$ cat src/rtl/gdc_pkg.sv
package gdc_pkg;
  typedef enum logic {DIR_DN = 1'b0, DIR_UP = 1'b1} dir_e;
endpackage

$ cat src/rtl/gdc_g2b.sv
module gdc_g2b #(
  parameter int W = 4
) (
  input  logic [W-1:0] gray_i,
  output logic [W-1:0] bin_o
);
  assign bin_o[W-1] = gray_i[W-1];
  for (genvar i = W-2; i >= 0; i--) begin : g_chain
    assign bin_o[i] = bin_o[i+1] ^ gray_i[i];
  end
endmodule

$ cat src/rtl/gdc_step.sv
module gdc_step #(
  parameter int W = 4
) (
  input  logic [W-1:0] gray_i,
  output logic [W-1:0] up_o,
  output logic [W-1:0] dn_o
);
  localparam logic [W-1:0] ONE = {{(W-1){1'b0}}, 1'b1};

  logic [W-1:0] bin, bin_up, bin_dn;

  gdc_g2b #(.W(W)) u_g2b (.gray_i(gray_i), .bin_o(bin));

  assign bin_up = bin + ONE;
  assign bin_dn = bin - ONE;
  assign up_o   = bin_up ^ (bin_up >> 1);
  assign dn_o   = bin_dn ^ (bin_dn >> 1);
endmodule

$ cat src/rtl/gdc_wrap_det.sv
module gdc_wrap_det #(
  parameter int W = 4
) (
  input  logic [W-1:0] prev_i,
  input  logic [W-1:0] cur_i,
  output logic         wrap_dn_o
);
  localparam logic [W-1:0] G_ZERO = '0;
  localparam logic [W-1:0] G_MAX  = {1'b1, {(W-1){1'b0}}};

  // underflow step: zero code followed by max code
  assign wrap_dn_o = (prev_i == G_ZERO) && (cur_i == G_MAX);
endmodule

$ cat src/rtl/gray_dir_counter.sv
module gray_dir_counter
  import gdc_pkg::*;
#(
  parameter int W = 4
) (
  input  logic         clk_i,
  input  logic         preload_i,
  input  logic [W-1:0] preload_cnt_i,
  input  logic         preload_dir_i,
  output logic [W-1:0] gray_o,
  output logic         dir_up_o
);
  logic [W-1:0] cnt_q, prev_q, cnt_up, cnt_dn, cnt_nxt;
  dir_e         dir_q, dir_eff;
  logic         wrap_dn;

  gdc_step #(.W(W)) u_step (
    .gray_i(cnt_q),
    .up_o  (cnt_up),
    .dn_o  (cnt_dn)
  );

  gdc_wrap_det #(.W(W)) u_wrap (
    .prev_i   (prev_q),
    .cur_i    (cnt_q),
    .wrap_dn_o(wrap_dn)
  );

  // correction takes effect in the same step that detects the wrap
  assign dir_eff = (dir_q == DIR_UP || wrap_dn) ? DIR_UP : DIR_DN;
  assign cnt_nxt = (dir_eff == DIR_UP) ? cnt_up : cnt_dn;

  // no reset: state settles by clocking through a wrap
  always_ff @(posedge clk_i) begin
    if (preload_i) begin
      cnt_q  <= preload_cnt_i;
      prev_q <= preload_cnt_i;
      dir_q  <= preload_dir_i ? DIR_UP : DIR_DN;
    end else begin
      cnt_q  <= cnt_nxt;
      prev_q <= cnt_q;
      dir_q  <= dir_eff;
    end
  end

  assign gray_o   = cnt_q;
  assign dir_up_o = (dir_q == DIR_UP);
endmodule

$ cat config.mk
export PLATFORM = sky130hd
export DESIGN_NAME = gray_dir_counter
export DESIGN_NICKNAME = d
export VERILOG_FILES = /design/src/rtl/gdc_pkg.sv /design/src/rtl/gdc_g2b.sv /design/src/rtl/gdc_step.sv /design/src/rtl/gdc_wrap_det.sv /design/src/rtl/gray_dir_counter.sv
export SDC_FILE = /design/constraint.sdc
export NUM_CORES = 1
export LEC_CHECK = 0
export BUFFER_PORTS_ARGS = -buffer_cell sky130_fd_sc_hd__buf_4
export CAP_MARGIN = 20
export CORE_AREA = 5 5 42 44
export CTS_CLUSTER_DIAMETER = 200
export DETAILED_ROUTE_END_ITERATION = 12
export DIE_AREA = 0 0 47 49
export SYNTH_ARGS = -nofsm -noshare
export SYNTH_HDL_FRONTEND = slang
export SYNTH_SLANG_ARGS = --single-unit
$ cat constraint.sdc
create_clock -name clk_i -period 2.71 [get_ports clk_i]
set_clock_uncertainty 0.1 [all_clocks]
set_input_delay 0.271 -clock clk_i [delete_from_list [all_inputs] [get_ports clk_i]]
set_output_delay 0.271 -clock clk_i [all_outputs]
set_load 0.05 [all_outputs]
==> metrics.txt <==
initial antenna violation count=0; I/O pins=12; Slew headroom=around 79%; Slew Limit Fails=0; final worst-path cycle share=between 80% and 90%; minimum clock period=roughly 2200 ps; DR vias/cell=approximately 4.8; Max-Cap Viols=0; Syn Inst Count=between 50 and 60; dpl hpwl=~820 um; Core ar.=around 1400 um2; RSZ-0062 raised after global routing=no; hold buffers post-CTS=0; Seq/Total Area, Yosys=between 30% and 40%; vias in the first global route=385; commonest non-fill, non-tap cell in the layout=buf_4; Routability Congestion=0.812; Final Hold Fails=0; DIE HEIGHT=49 um; Reg clk slew, reported paths=60 ps; post-CTS setup buffers=0; P_sw=between 0.4 and 0.5 mW; CP delay by family, top=adder cells; first-pass GRT wire length=1620 um; cell breakdown of the critical path=inv_1 -> ha_1 -> inv_1 -> ha_1 -> xor2_1 -> or2_2 -> mux2i_1 -> xnor2_1 -> o21ai_0; H-tree levels=1; Area contributors post-synth=dfxtp_1 (31%), o21ai_0 (9.7%), edfxtp_1 (5.8%); Startpoint Class=register; critical setup path kind=register to register; post-route antenna net violation count=0; Initial DRC Count=6; Leakage=between 0.2 and 0.3 nW; aggregate global routing overflow=0; DP Area=between 600 and 700 um2; CP Max Fanout=6; # rows=14; Sw Share=46.8%; fmax=0.451 GHz; arrival time of the worst setup path=2260 ps; Worst path max stage delay=about 360 ps; synthesized area=about 510 um2; Seq pwr share=26.7%; FILL cells=149; Final Non-Filler Cells=a little under 90; post-cts sizing count=0; FF+latch count, synth=9; diodes inserted=0; setup_tns=0 ps; fin nets=83; min-delay worst type=primary input to register; Distinct cells, synth=25; Design Area, Final=between 600 and 700 um2; Pwr Density=1440 nW/um2; Peak VDD IR=693 uV; clock tree buffer depth=2; area grow syn2layout=24.3%; critical path required time=2750 ps; commonest non-fill, non-tap cells in the layout=buf_4 (11), o21ai_0 (10), dfxtp_1 (8), nand2_1 (7), inv_1 (6); All-Layer GR Usage=around a tenth; placed cell count=85; hold slack=roughly 120 ps; # setup viols final=0; CP Buf/Inv Count=2; die area=~2300 um2; area of the multi-input gates=298 um2; Synth Net Count=68; Clock Sinks=9; Crit. End Element=register; clock share of power=a little over a tenth; Int Pwr=0.488 mW; CTS tree=done; post-route DRC violation count=0; syn_area_per_cell=8.72 um2; Syn. warnings=0; DP Worst Slack=between 400 and 500 ps; drt wl/cell=roughly 11 um; Clock Root Buffer=clkbuf_4; detailed-route via count=431; slowest CP cell=ha_1; largest net degree at the start of global routing=13; port bufs=11; outcome=complete, no violations; Die Span X=~47 um; Clock Latency Late Sink=roughly 250 ps; Detailed Routing Iterations Pass 1=2; CTS buffer count=3; Slew @ Worst Pin=about 320 ps; routed wire length=987 um; final worst slack=491 ps; post-synth top area cell=dfxtp_1; share of layout cells above drive strength 1=28.8%; Logic pwr share=a little over three fifths; starting density of the core=36.7%; register area=between 150 and 200 um2; Synth top area share=between 30% and 40%
cell usage after synthesis:
library cell and instances:
a21boi_1 1, a21oi_1 2, a31oi_1 2, a31oi_4 1, and2_1 1, and3b_1 1
and3b_2 1, clkbuf_1 1, dfxtp_1 8, edfxtp_1 1, ha_1 2, inv_1 6
mux2i_1 1, nand2_1 7, nand3_1 1, nor2_1 3, nor2_2 1, nor4_4 1
o21ai_0 10, o21bai_2 1, or2_2 1, or3_1 1, or3_2 1, xnor2_1 3
xor2_1 1
per-layer routing:
layer	global-route usage [%]	vias up	wire (um)
li1	-	230	-
met4	5.53	0	8
met2	13.1	10	470
met1	13.0	189	458
met5	0	-	0
met3	3.69	2	50
kinds of logic after synthesis:
kind of cell	share of synthesized area [%]
and+or+nand+nor	22.4
AOI/OAI and AO/OA	21.9
DFF	37.0
buffers and inverters	5.11
xor gates and xnor gates	6.81
adders and majority gates	4.87
muxes	1.95
final cells by class:
cell class | instances | share of cell area (%)
repair buffers | 11 | 12.9
inverters | 6 | 3.52
multi-input cells | 43 | 46.6
clock buffers | 4 | 4.11
well taps | 16 | 3.13
flip-flops and latches | 9 | 29.7
tightest hold or removal path: cells and delay by family:
kind / cells / cell delay [ps]
compound gates: 1 / 50
buf+inv: 1 / 80
simple gates: 1 / 40
per-stage QoR:
step                      util (%)  power [mW]
final                         45.6       0.918
after global routing          45.6        1.01
after CTS                     45.6       0.932
after detailed placement      43.8       0.827
after global placement        43.8       0.825
after floorplan                  -       0.699
power by group through the flow:
stage          registers (mW)  clock network, mW  logic [mW]
2_1_floorplan           0.346                  0       0.353
3_3_place_gp            0.248                  0       0.577
3_5_place_dp            0.248                  0       0.579
4_1_cts                 0.245              0.106       0.581
5_1_grt                 0.250              0.119       0.641
6_report                0.245             0.0994       0.574
worst paths after layout:
check                         from        end  slack [ps]  cells after the start
hold / removal    preload_cnt_i[2]  prev_q[2]         120                      3
setup / recovery         gray_o[2]  gray_o[3]         490                      9
hold reg to reg          gray_o[2]  prev_q[2]         390                      2
setup reg to reg         gray_o[2]  gray_o[3]         490                      9
Power figures use the tool's default switching activity.
